File: src/rtl/useq_pkg.sv
`timescale 1ns/1ps
package useq_pkg;
  parameter int ADDR_W = 7;
  parameter int CTRL_W = 8;
  parameter int OPC_W  = 4;
  parameter int COND_W = 2;
  parameter int BR_W   = 3;

  localparam logic [COND_W-1:0] CND_ALWAYS = 2'd0;
  localparam logic [COND_W-1:0] CND_ZERO   = 2'd1;
  localparam logic [COND_W-1:0] CND_CARRY  = 2'd2;
  localparam logic [COND_W-1:0] CND_SIGN   = 2'd3;

  localparam logic [BR_W-1:0] BR_NEXT = 3'd0;
  localparam logic [BR_W-1:0] BR_JUMP = 3'd1;
  localparam logic [BR_W-1:0] BR_CALL = 3'd2;
  localparam logic [BR_W-1:0] BR_RET  = 3'd3;
  localparam logic [BR_W-1:0] BR_MAP  = 3'd4;

  typedef struct packed {
    logic [CTRL_W-1:0] ctrl;
    logic [COND_W-1:0] cond;
    logic [BR_W-1:0]   br;
    logic [ADDR_W-1:0] addr;
  } uword_t;

  typedef struct packed {
    logic selStep;
    logic selTarget;
    logic selReturn;
    logic selMap;
    logic saveReturn;
  } seqStrobe_t;

  function automatic uword_t mkWord(input logic [CTRL_W-1:0] c, input logic [COND_W-1:0] cd,
                                    input logic [BR_W-1:0] b, input logic [ADDR_W-1:0] a);
    uword_t w;
    w.ctrl = c;
    w.cond = cd;
    w.br   = b;
    w.addr = a;
    return w;
  endfunction
endpackage

File: src/rtl/useq_store.sv
`timescale 1ns/1ps
module useq_store
  import useq_pkg::*;
(
  input  logic [ADDR_W-1:0] rdAddr,
  output uword_t            rdWord
);
  localparam logic [ADDR_W-1:0] SUB_ADDR  = 7'h30;
  localparam logic [ADDR_W-1:0] ZERO_HIT  = 7'h20;
  localparam logic [ADDR_W-1:0] FETCH     = 7'h00;

  always_comb begin
    unique case (rdAddr)
      7'd0:  rdWord = mkWord(8'h11, CND_ALWAYS, BR_NEXT, FETCH);
      7'd1:  rdWord = mkWord(8'h12, CND_ALWAYS, BR_MAP,  FETCH);
      7'd4:  rdWord = mkWord(8'h21, CND_ZERO,   BR_JUMP, ZERO_HIT);
      7'd5:  rdWord = mkWord(8'h22, CND_ALWAYS, 3'd5,    ZERO_HIT);
      7'd6:  rdWord = mkWord(8'h23, CND_ALWAYS, BR_JUMP, FETCH);
      7'd8:  rdWord = mkWord(8'h31, CND_CARRY,  BR_CALL, SUB_ADDR);
      7'd9:  rdWord = mkWord(8'h32, CND_ALWAYS, BR_JUMP, FETCH);
      7'd12: rdWord = mkWord(8'h41, CND_ALWAYS, BR_CALL, SUB_ADDR);
      7'd13: rdWord = mkWord(8'h42, CND_SIGN,   BR_CALL, SUB_ADDR);
      7'd14: rdWord = mkWord(8'h43, CND_ALWAYS, BR_JUMP, FETCH);
      7'h20: rdWord = mkWord(8'h51, CND_ALWAYS, BR_JUMP, FETCH);
      7'h30: rdWord = mkWord(8'h61, CND_ALWAYS, BR_NEXT, FETCH);
      7'h31: rdWord = mkWord(8'h62, CND_ALWAYS, BR_RET,  FETCH);
      default: rdWord = '0;
    endcase
  end
endmodule

File: src/rtl/useq_ctrl.sv
`timescale 1ns/1ps
module useq_ctrl
  import useq_pkg::*;
(
  input  logic              clk,
  input  logic              rstN,
  input  logic [COND_W-1:0] condSel,
  input  logic [BR_W-1:0]   brType,
  input  logic              flagZero,
  input  logic              flagCarry,
  input  logic              flagSign,
  output seqStrobe_t        strobe
);
  logic condTrue;

  always_comb begin
    unique case (condSel)
      CND_ZERO:  condTrue = flagZero;
      CND_CARRY: condTrue = flagCarry;
      CND_SIGN:  condTrue = flagSign;
      default:   condTrue = 1'b1;
    endcase
  end

  always_comb begin
    strobe = '0;
    unique case (brType)
      BR_JUMP: begin
        strobe.selTarget = condTrue;
        strobe.selStep   = !condTrue;
      end
      BR_CALL: begin
        strobe.selTarget  = condTrue;
        strobe.saveReturn = condTrue;
        strobe.selStep    = !condTrue;
      end
      BR_RET:  strobe.selReturn = 1'b1;
      BR_MAP:  strobe.selMap    = 1'b1;
      default: strobe.selStep   = 1'b1;
    endcase
  end

  AST_ONE_SOURCE: assert property (@(posedge clk) disable iff (!rstN)
    $countones({strobe.selStep, strobe.selTarget, strobe.selReturn, strobe.selMap}) == 1);
  AST_SAVE_WITH_TARGET: assert property (@(posedge clk) disable iff (!rstN)
    strobe.saveReturn |-> strobe.selTarget);
endmodule

File: src/rtl/useq_path.sv
`timescale 1ns/1ps
module useq_path
  import useq_pkg::*;
(
  input  logic              clk,
  input  logic              rstN,
  input  seqStrobe_t        strobe,
  input  uword_t            word,
  input  logic [OPC_W-1:0]  opcode,
  output logic [ADDR_W-1:0] carQ,
  output logic [CTRL_W-1:0] ctrlOut
);
  localparam logic [ADDR_W-1:0] ONE = ADDR_W'(1);

  uword_t            cdrQ;
  logic [ADDR_W-1:0] sbrQ;
  logic [ADDR_W-1:0] mapAddr;
  logic [ADDR_W-1:0] nextAddr;
  logic [ADDR_W-1:0] addrField;

  assign addrField = word.addr;

  always_comb begin
    mapAddr = '0;
    mapAddr[OPC_W+1:2] = opcode;
  end

  always_comb begin
    if (strobe.selTarget)      nextAddr = addrField;
    else if (strobe.selReturn) nextAddr = sbrQ;
    else if (strobe.selMap)    nextAddr = mapAddr;
    else                       nextAddr = carQ + ONE;
  end

  always_ff @(posedge clk) begin
    if (!rstN) begin
      carQ <= '0;
      cdrQ <= '0;
      sbrQ <= '0;
    end else begin
      carQ <= nextAddr;
      cdrQ <= word;
      if (strobe.saveReturn) sbrQ <= carQ + ONE;
    end
  end

  assign ctrlOut = cdrQ.ctrl;

  AST_CDR_FOLLOWS: assert property (@(posedge clk) disable iff (!rstN)
    1'b1 |=> cdrQ == $past(word));
  AST_STEP_INC: assert property (@(posedge clk) disable iff (!rstN)
    strobe.selStep |=> carQ == $past(carQ) + ONE);
  AST_TARGET_LOAD: assert property (@(posedge clk) disable iff (!rstN)
    strobe.selTarget |=> carQ == $past(addrField));
  AST_CALL_SAVE: assert property (@(posedge clk) disable iff (!rstN)
    strobe.saveReturn |=> sbrQ == $past(carQ) + ONE);
  AST_SBR_HOLD: assert property (@(posedge clk) disable iff (!rstN)
    !strobe.saveReturn |=> $stable(sbrQ));
  AST_RET_LOAD: assert property (@(posedge clk) disable iff (!rstN)
    strobe.selReturn |=> carQ == $past(sbrQ));
  AST_MAP_SHAPE: assert property (@(posedge clk) disable iff (!rstN)
    strobe.selMap |=> (carQ[1:0] == 2'b00) && (carQ[ADDR_W-1:OPC_W+2] == '0));
endmodule

File: src/rtl/useq_top.sv
`timescale 1ns/1ps
module useq_top
  import useq_pkg::*;
(
  input  logic              clk,
  input  logic              rstN,
  input  logic              flagZero,
  input  logic              flagCarry,
  input  logic              flagSign,
  input  logic [OPC_W-1:0]  opcode,
  output logic [CTRL_W-1:0] ctrlOut,
  output logic [ADDR_W-1:0] ctrlAddr
);
  uword_t     curWord;
  seqStrobe_t strobe;

  useq_store u_store (
    .rdAddr (ctrlAddr),
    .rdWord (curWord)
  );

  useq_ctrl u_ctrl (
    .clk       (clk),
    .rstN      (rstN),
    .condSel   (curWord.cond),
    .brType    (curWord.br),
    .flagZero  (flagZero),
    .flagCarry (flagCarry),
    .flagSign  (flagSign),
    .strobe    (strobe)
  );

  useq_path u_path (
    .clk     (clk),
    .rstN    (rstN),
    .strobe  (strobe),
    .word    (curWord),
    .opcode  (opcode),
    .carQ    (ctrlAddr),
    .ctrlOut (ctrlOut)
  );

  AST_RESET_FETCH: assert property (@(posedge clk)
    !rstN |=> (ctrlAddr == '0) && (ctrlOut == '0));
endmodule

File: config.mk
export PLATFORM = sky130hd
export DESIGN_NAME = useq_top
export DESIGN_NICKNAME = d
export VERILOG_FILES = /design/src/rtl/useq_pkg.sv /design/src/rtl/useq_store.sv /design/src/rtl/useq_ctrl.sv /design/src/rtl/useq_path.sv /design/src/rtl/useq_top.sv
export SDC_FILE = /design/constraint.sdc
export NUM_CORES = 1
export LEC_CHECK = 0
export CAP_MARGIN = 20
export CORE_MARGIN = 5
export CORE_UTILIZATION = 30
export DETAILED_ROUTE_END_ITERATION = 8
export DONT_BUFFER_PORTS = 1
export GPL_ROUTABILITY_DRIVEN = 0
export GPL_TIMING_DRIVEN = 0
export MAX_ROUTING_LAYER = met4
export PLACE_DENSITY_LB_ADDON = 0.3
export SLEW_MARGIN = 25
export SYNTH_ARGS = -nofsm -noshare
export SYNTH_HDL_FRONTEND = slang
export SYNTH_HIERARCHICAL = 1
export SYNTH_SLANG_ARGS = --single-unit
File: constraint.sdc
create_clock -name clk -period 5.75 [get_ports clk]
set_input_delay 0.2875 -clock clk [delete_from_list [all_inputs] [get_ports clk]]
set_output_delay 0.2875 -clock clk [all_outputs]
set_load 0.02 [all_outputs]
==> metrics.md, run 1 <==
| Metric | Value |
|---|---|
| Final wirelength | 3530 um |
| Placed inst area | approximately 1500 sq um |
| Initial Utilization | around 30% |
| Final instance area | around 1600 sq um |
| Status | completed |
| Setup_tns | 0 ps |
| Slew headroom | between 50 and 60% |
| CORE AREA | roughly 4700 sq um |
| Count of pins over their slew limit | 0 |
| Hold Path Origin | rstN |
| Clk_lat worst skew | between 200 and 300 ps |
| Std-Cell Rows | 25 |
| Startpoint class of the critical path | register |
| Critical path type | reg2reg |
| Share of power burned in combinational logic | 45.9% |
| H-tree level count | 1 |
| Endpoints failing setup | 0 |
| Max FO, Critical Path | 10 |
| Syn. warnings | 6 |
| Global routing usage on met2 | 19.4% |
| Area of the multi-input gates | ~890 sq um |
| Sw power | about 0.00035 W |
| Clk slew on worst S/H paths | about 90 ps |
| Power Density | between 500 and 600 nW/um^2 |
| DRC | 0 |
| Grt met1 use | between 10% and 20% |
| Slowest CP cell | dfxtp_1 |
| Number of port buffers | 0 |
| Leak Pwr | ~0.65 nW |
| Required time of the critical path | 5910 ps |
| # Post-CTS Setup Buffers | 0 |
| Vias/cell | a little over 5 |
| Chip width | 79.1 um |
| Period Utilization, post-route | approximately three fifths |
| Max cap viols | 0 |
| Sequential share of power | between 30% and 40% |
| Clock network power share | between 10% and 20% |
| CTS tree | built |
| Seq. cell area | 440 sq um |
| Worst Hold Class | in2reg |
| Vias | 1196 |
| Met3 global-route usage | under 10% |
| Ant diodes | 0 |
| Slew @ Worst Pin | ~620 ps |
| Fin crit period | between 3000 and 4000 ps |
| Mean Syn Cell Area | between 8 and 9 sq um |
| Most Crowded Layer GR | met2 |
| DR WL/cell | ~15 um |
| Cell count after synthesis | 171 |
| Clock Skew | ~5.5 ps |
| # resized after CTS | 0 |
| Root Driver | clkbuf_8 |
| CTS buffer count | 3 |
| Die height | 79.1 um |
| # IOs | 24 |
| Critical path cell sequence | ha_1, nand4bb_1, or3b_2, o21ai_0, xnor2_1, nor3_2, clkinv_1, o221a_2 |
| P&R area growth vs syn | 11.5% |
| CP startpoint | u_path/carQ[0]$_SDFF_PN0_ |
| Post-cts hold buffer count | 0 |
| CP arrival | between 3000 and 4000 ps |
| P_int | around 0.00045 W |
| Layout cells sized above 1 | 15.9% |
| All-layer global routing usage | 12.0% |
| Worst path max stage delay | 690 ps |
| ANT nets after route | 0 |
| Antenna violations before repair | 0 |
| Global route total overflow | 0 |
| Clk sinks | 22 |
| Maximum clock path buffer count | 2 |
| Pin count of the biggest net entering global routing | 14 |
| First-pass iteration count of the detailed router | 4 |
| Fmax | 0.299 GHz |
| Dpl hpwl | roughly 2500 um |
| Max IR drop VDD | between 0.2 and 0.25 mV |
| Vias in the first global route | approximately 1200 |
| Final nets | between 150 and 200 |
| Initial DRC Count | 50 |
| Final Hold Fails | 0 |
| Switching Share | 43.3% |
| Critical R2R Launch | u_path/carQ[0]$_SDFF_PN0_ |
| First-pass GRT wire length | 5720 um |
| Unrepaired setup endpoints after global routing | no |
| Setup crit end kind | register |
| Synthesized area | about 1400 sq um |
| Fillers | 503 |
| Die footprint | ~6300 sq um |
layout by cell type, fill, tap and decap left out, types with 4 or more instances in the layout:
master,count
a21oi_1,16
mux2i_1,4
nand2b_1,5
o21ai_0,11
o211a_1,4
and2_1,9
inv_1,4
xnor2_1,4
nor2_1,6
dfxtp_1,22
buf_4,8
ha_1,5
clkbuf_1,6
conb_1,8
nor3b_1,5
nor3_1,5
nand2_1,14
worst max-delay path, delay by kind of cell (launching register included):
family	cells	cell delay (ps)
AND/OR/NAND/NOR	3	1000
adder cells (fa/ha/maj)	1	340
buffers and inverters	1	400
XOR/XNOR	1	160
AO/OA/AOI/OAI	2	640
flip-flops	1	690
power groups by stage:
| stage | Clock [W] | Combinational, W | Sequential, W |
|---|---|---|---|
| finish | 0.000147 | 0.000367 | 0.000285 |
| global route | 0.000160 | 0.000413 | 0.000294 |
| CTS | 0.000154 | 0.000367 | 0.000286 |
| detailed placement | 0 | 0.000365 | 0.000290 |
| global placement | 0 | 0.000365 | 0.000289 |
| floorplan | 0 | 0.000299 | 0.000265 |
worst paths after layout:
kind,endpoint,slack [ps],depth (start not counted)
worst min-delay path,u_path/sbrQ[1]$_SDFFE_PN0P_,150,1
worst max register to register,u_path/carQ[2]$_SDFF_PN0_,2400,8
worst max-delay path,u_path/carQ[2]$_SDFF_PN0_,2400,8
worst min register to register,u_path/sbrQ[0]$_SDFFE_PN0P_,500,1
per-stage QoR:
stage | util [%] | setup WS [ps] | instances | hold WS (ps) | power, W
2_1_floorplan | - | 3100 | 178 | 416 | 0.000565
3_3_place_gp | 32.5 | 2440 | 232 | 418 | 0.000653
3_5_place_dp | 32.5 | 2430 | 232 | 426 | 0.000655
4_1_cts | 34.0 | 2380 | 236 | 133 | 0.000808
5_1_grt | 34.0 | 2130 | 236 | 150 | 0.000867
6_report | 34.0 | 2400 | 236 | 146 | 0.000799
state kept, by name, summed over array words and instances, names as in the netlist:
name,count
u_path/ctrlOut,8
u_path/carQ,7
u_path/sbrQ,7
area by class of cell:
| type | instances | share of cell area, % |
|---|---|---|
| clock buffer | 3 | 2.59 |
| sequential | 22 | 27.6 |
| clock inverter | 1 | 1.88 |
| tap | 54 | 4.23 |
| inverter | 5 | 1.18 |
| multi-input combinational | 133 | 55.7 |
| buffer | 18 | 6.82 |
layer usage:
metal  up-vias  routed length (um)
met5         -                   0
met4         0                  23
met3         4                 214
met2        24                1620
met1       555                1670
li1        613                   -
Power figures use the tool's default switching activity.
==> run 2, diff against run 1 <==
ABC_AREA = 1   (was unset)
clock period = 3.3 ns   (was 5.75 ns; I/O delays follow)
==> run 2 against run 1 <==
Synthesized cell count rose by 37%. Cell count rose by 34%. Wire length rose by 1.1%. Synthesized area rose by 9.4%. Sequential share of layout area fell by 2.1 points. Combinational power rose by 120%. Utilization rose by 0.19 points. Largest power group unchanged.
==> metrics.md, run 2 <==
| Metric | Value |
|---|---|
| All-layer global routing usage | 12.3% (was 12.0%) |
| Std-Cell Rows | 26 (was 25) |
| First-pass GRT wire length | 6320 um (was 5720 um) |
| Chip width | 82.2 um (was 79.1 um) |
| Layout cells sized above 1 | 24.4% (was 15.9%) |
| Most frequent cells in the layout | 43 x nand2_1, 34 x inv_1, 20 x nor2_1, 20 x dfxtp_1, 18 x nand3_1 (was 22 x dfxtp_1, 16 x a21oi_1, 14 x nand2_1) |
| DR WL/cell | 11.3 um (was 14.9 um) |
| Post-cts hold buffer count | 0 (unchanged) |
| Initial DRC Count | 100 (was 50) |
| Status | completed (unchanged) |
| H-tree level count | 1 (unchanged) |
| Initial Utilization | 30.8% (was 30.5%) |
| Endpoints failing setup | 0 (unchanged) |
| Final nets | 261 (was 197) |
| Slew @ Worst Pin | 723 ps (was 622 ps) |
| Unrepaired setup endpoints after global routing | no (unchanged) |
| Setup_tns | 0 ps (unchanged) |
| ANT nets after route | 0 (unchanged) |
| Die height | 82.2 um (was 79.1 um) |
| CTS tree | built (unchanged) |
| First-pass iteration count of the detailed router | 4 (unchanged) |
| Root Driver | clkbuf_8 (unchanged) |
| Worst setup margin | 491 ps (was 2400 ps) |
| Fmax | 0.356 GHz (was 0.299 GHz) |
| Final Hold Fails | 0 (unchanged) |
| Vias in the first global route | 1370 (was 1157) |
| Critical path type | reg2reg (unchanged) |
| # IOs | 24 (unchanged) |
| Max FFs per register | 8 (unchanged) |
| Syn. warnings | 6 (unchanged) |
| Max IR drop VDD | 0.392 mV (was 0.232 mV) |
| Clk sinks | 22 (unchanged) |
| Slew headroom | 51.8% (was 58.5%) |
| Startpoint class of the critical path | register (unchanged) |
| Synthesized area | 1570 sq um (was 1430 sq um) |
| Fillers | 559 (was 503) |
| Leak Pwr | 0.858 nW (was 0.654 nW) |
| DRC | 0 (unchanged) |
| Final wirelength | 3570 um (was 3530 um) |
| Number of port buffers | 0 (unchanged) |
| Pre-CTS setup slack | 224 ps (was 2430 ps) |
| Required time of the critical path | 3460 ps (was 5910 ps) |
| Cell count after synthesis | 235 (was 171) |
| Worst Hold Class | in2reg (unchanged) |
| Vias | 1411 (was 1196) |
| Die footprint | 6760 sq um (was 6250 sq um) |
| Clock Skew | 8.21 ps (was 5.48 ps) |
| R2r setup slk | 490 ps (was 2400 ps) |
| Mean Syn Cell Area | 6.66 sq um (was 8.37 sq um) |
| Post-layout power | 0.00152 W (was 0.000799 W) |
| Maximum clock path buffer count | 2 (unchanged) |
| P&R area growth vs syn | 11.0% (was 11.5%) |
| Count of pins over their slew limit | 0 (unchanged) |
| Clk slew on worst S/H paths | 80 ps (was 90 ps) |
| Period Utilization, post-route | 85.1% (was 58.2%) |
| Global route total overflow | 0 (unchanged) |
| Setup crit end kind | register (unchanged) |
| Ant diodes | 0 (unchanged) |
| Pin count of the biggest net entering global routing | 14 (unchanged) |
| CTS buffer count | 3 (unchanged) |
| Dpl hpwl | 2720 um (was 2500 um) |
| Power Density | 873 nW/um^2 (was 500 nW/um^2) |
| Cell Count, Final, Fillers Out | 316 (was 236) |
| Max cap viols | 0 (unchanged) |
| Fin crit period | 2810 ps (was 3350 ps) |
| Post-Place Cells | 312 (was 232) |
| Most common cell after layout, fill and taps aside | nand2_1 (was dfxtp_1) |
| Antenna violations before repair | 0 (unchanged) |
| CORE AREA | 5070 sq um (was 4690 sq um) |
| Vias/cell | 4.47 (was 5.07) |
| CP arrival | 2960 ps (was 3510 ps) |
| Max FO, Critical Path | 11 (was 10) |
| Clk_lat worst skew | 260 ps (was 270 ps) |
run 2: worst max-delay path: stages, from the launching register on:
cell	delay [ps]
dfxtp_2	560
inv_1	180
ha_1	210
inv_1	80
nor2_2	70
a21oi_2	210
o21ai_1	150
nand2_1	120
nand3_2	70
nor2_1	440
inv_1	290
o21ai_0	280
a21oi_2	40
run 2: final cells by class:
type,count,area (sq um),area share [%]
plain buffers,14,98.8,5.69
inverters,44,166,9.58
multi-input cells,162,886,51.0
well taps,70,87.6,5.04
clock buffers,4,55.1,3.17
flip-flops and latches,22,443,25.5
run 2: stage by stage:
| step | instance area, sq um | utilization, % | hold WS [ps] |
|---|---|---|---|
| 2_1_floorplan | 1590 | - | 375 |
| 3_3_place_gp | 1680 | 33.1 | 425 |
| 3_5_place_dp | 1680 | 33.1 | 434 |
| 4_1_cts | 1730 | 34.2 | 145 |
| 5_1_grt | 1740 | 34.2 | 181 |
| 6_report | 1740 | 34.2 | 164 |
run 2: layer usage:
metal / GRT usage (%) / part of all wire (%)
met5: - / 0
met4: 3.16 / 0.93
met3: 3.80 / 6.4
met2: 20.1 / 47
met1: 14.7 / 46
run 2: where the power goes:
part / switching [W] / total [W] / internal (W)
clock network: 0.0000872 / 0.000193 / 0.000106
registers: 0.000186 / 0.000531 / 0.000344
logic: 0.000506 / 0.000792 / 0.000285
run 2: final timing paths:
| path | cells after the start | to | from |
|---|---|---|---|
| setup reg to reg | 12 | u_path/carQ[4]$_SDFF_PN0_ | u_path/carQ[1]$_SDFF_PN0_ |
| setup / recovery | 12 | u_path/carQ[4]$_SDFF_PN0_ | u_path/carQ[1]$_SDFF_PN0_ |
| hold / removal | 4 | u_path/sbrQ[6]$_SDFFE_PN0P_ | rstN |
| hold reg to reg | 2 | u_path/sbrQ[4]$_SDFFE_PN0P_ | u_path/sbrQ[4]$_SDFFE_PN0P_ |
run 2: timing repair:
| item | in CTS | in global routing |
|---|---|---|
| gates resized for setup | 0 | 2 |
| setup endpoints to repair | 0 | 7 |
| setup buffers | 0 | 0 |
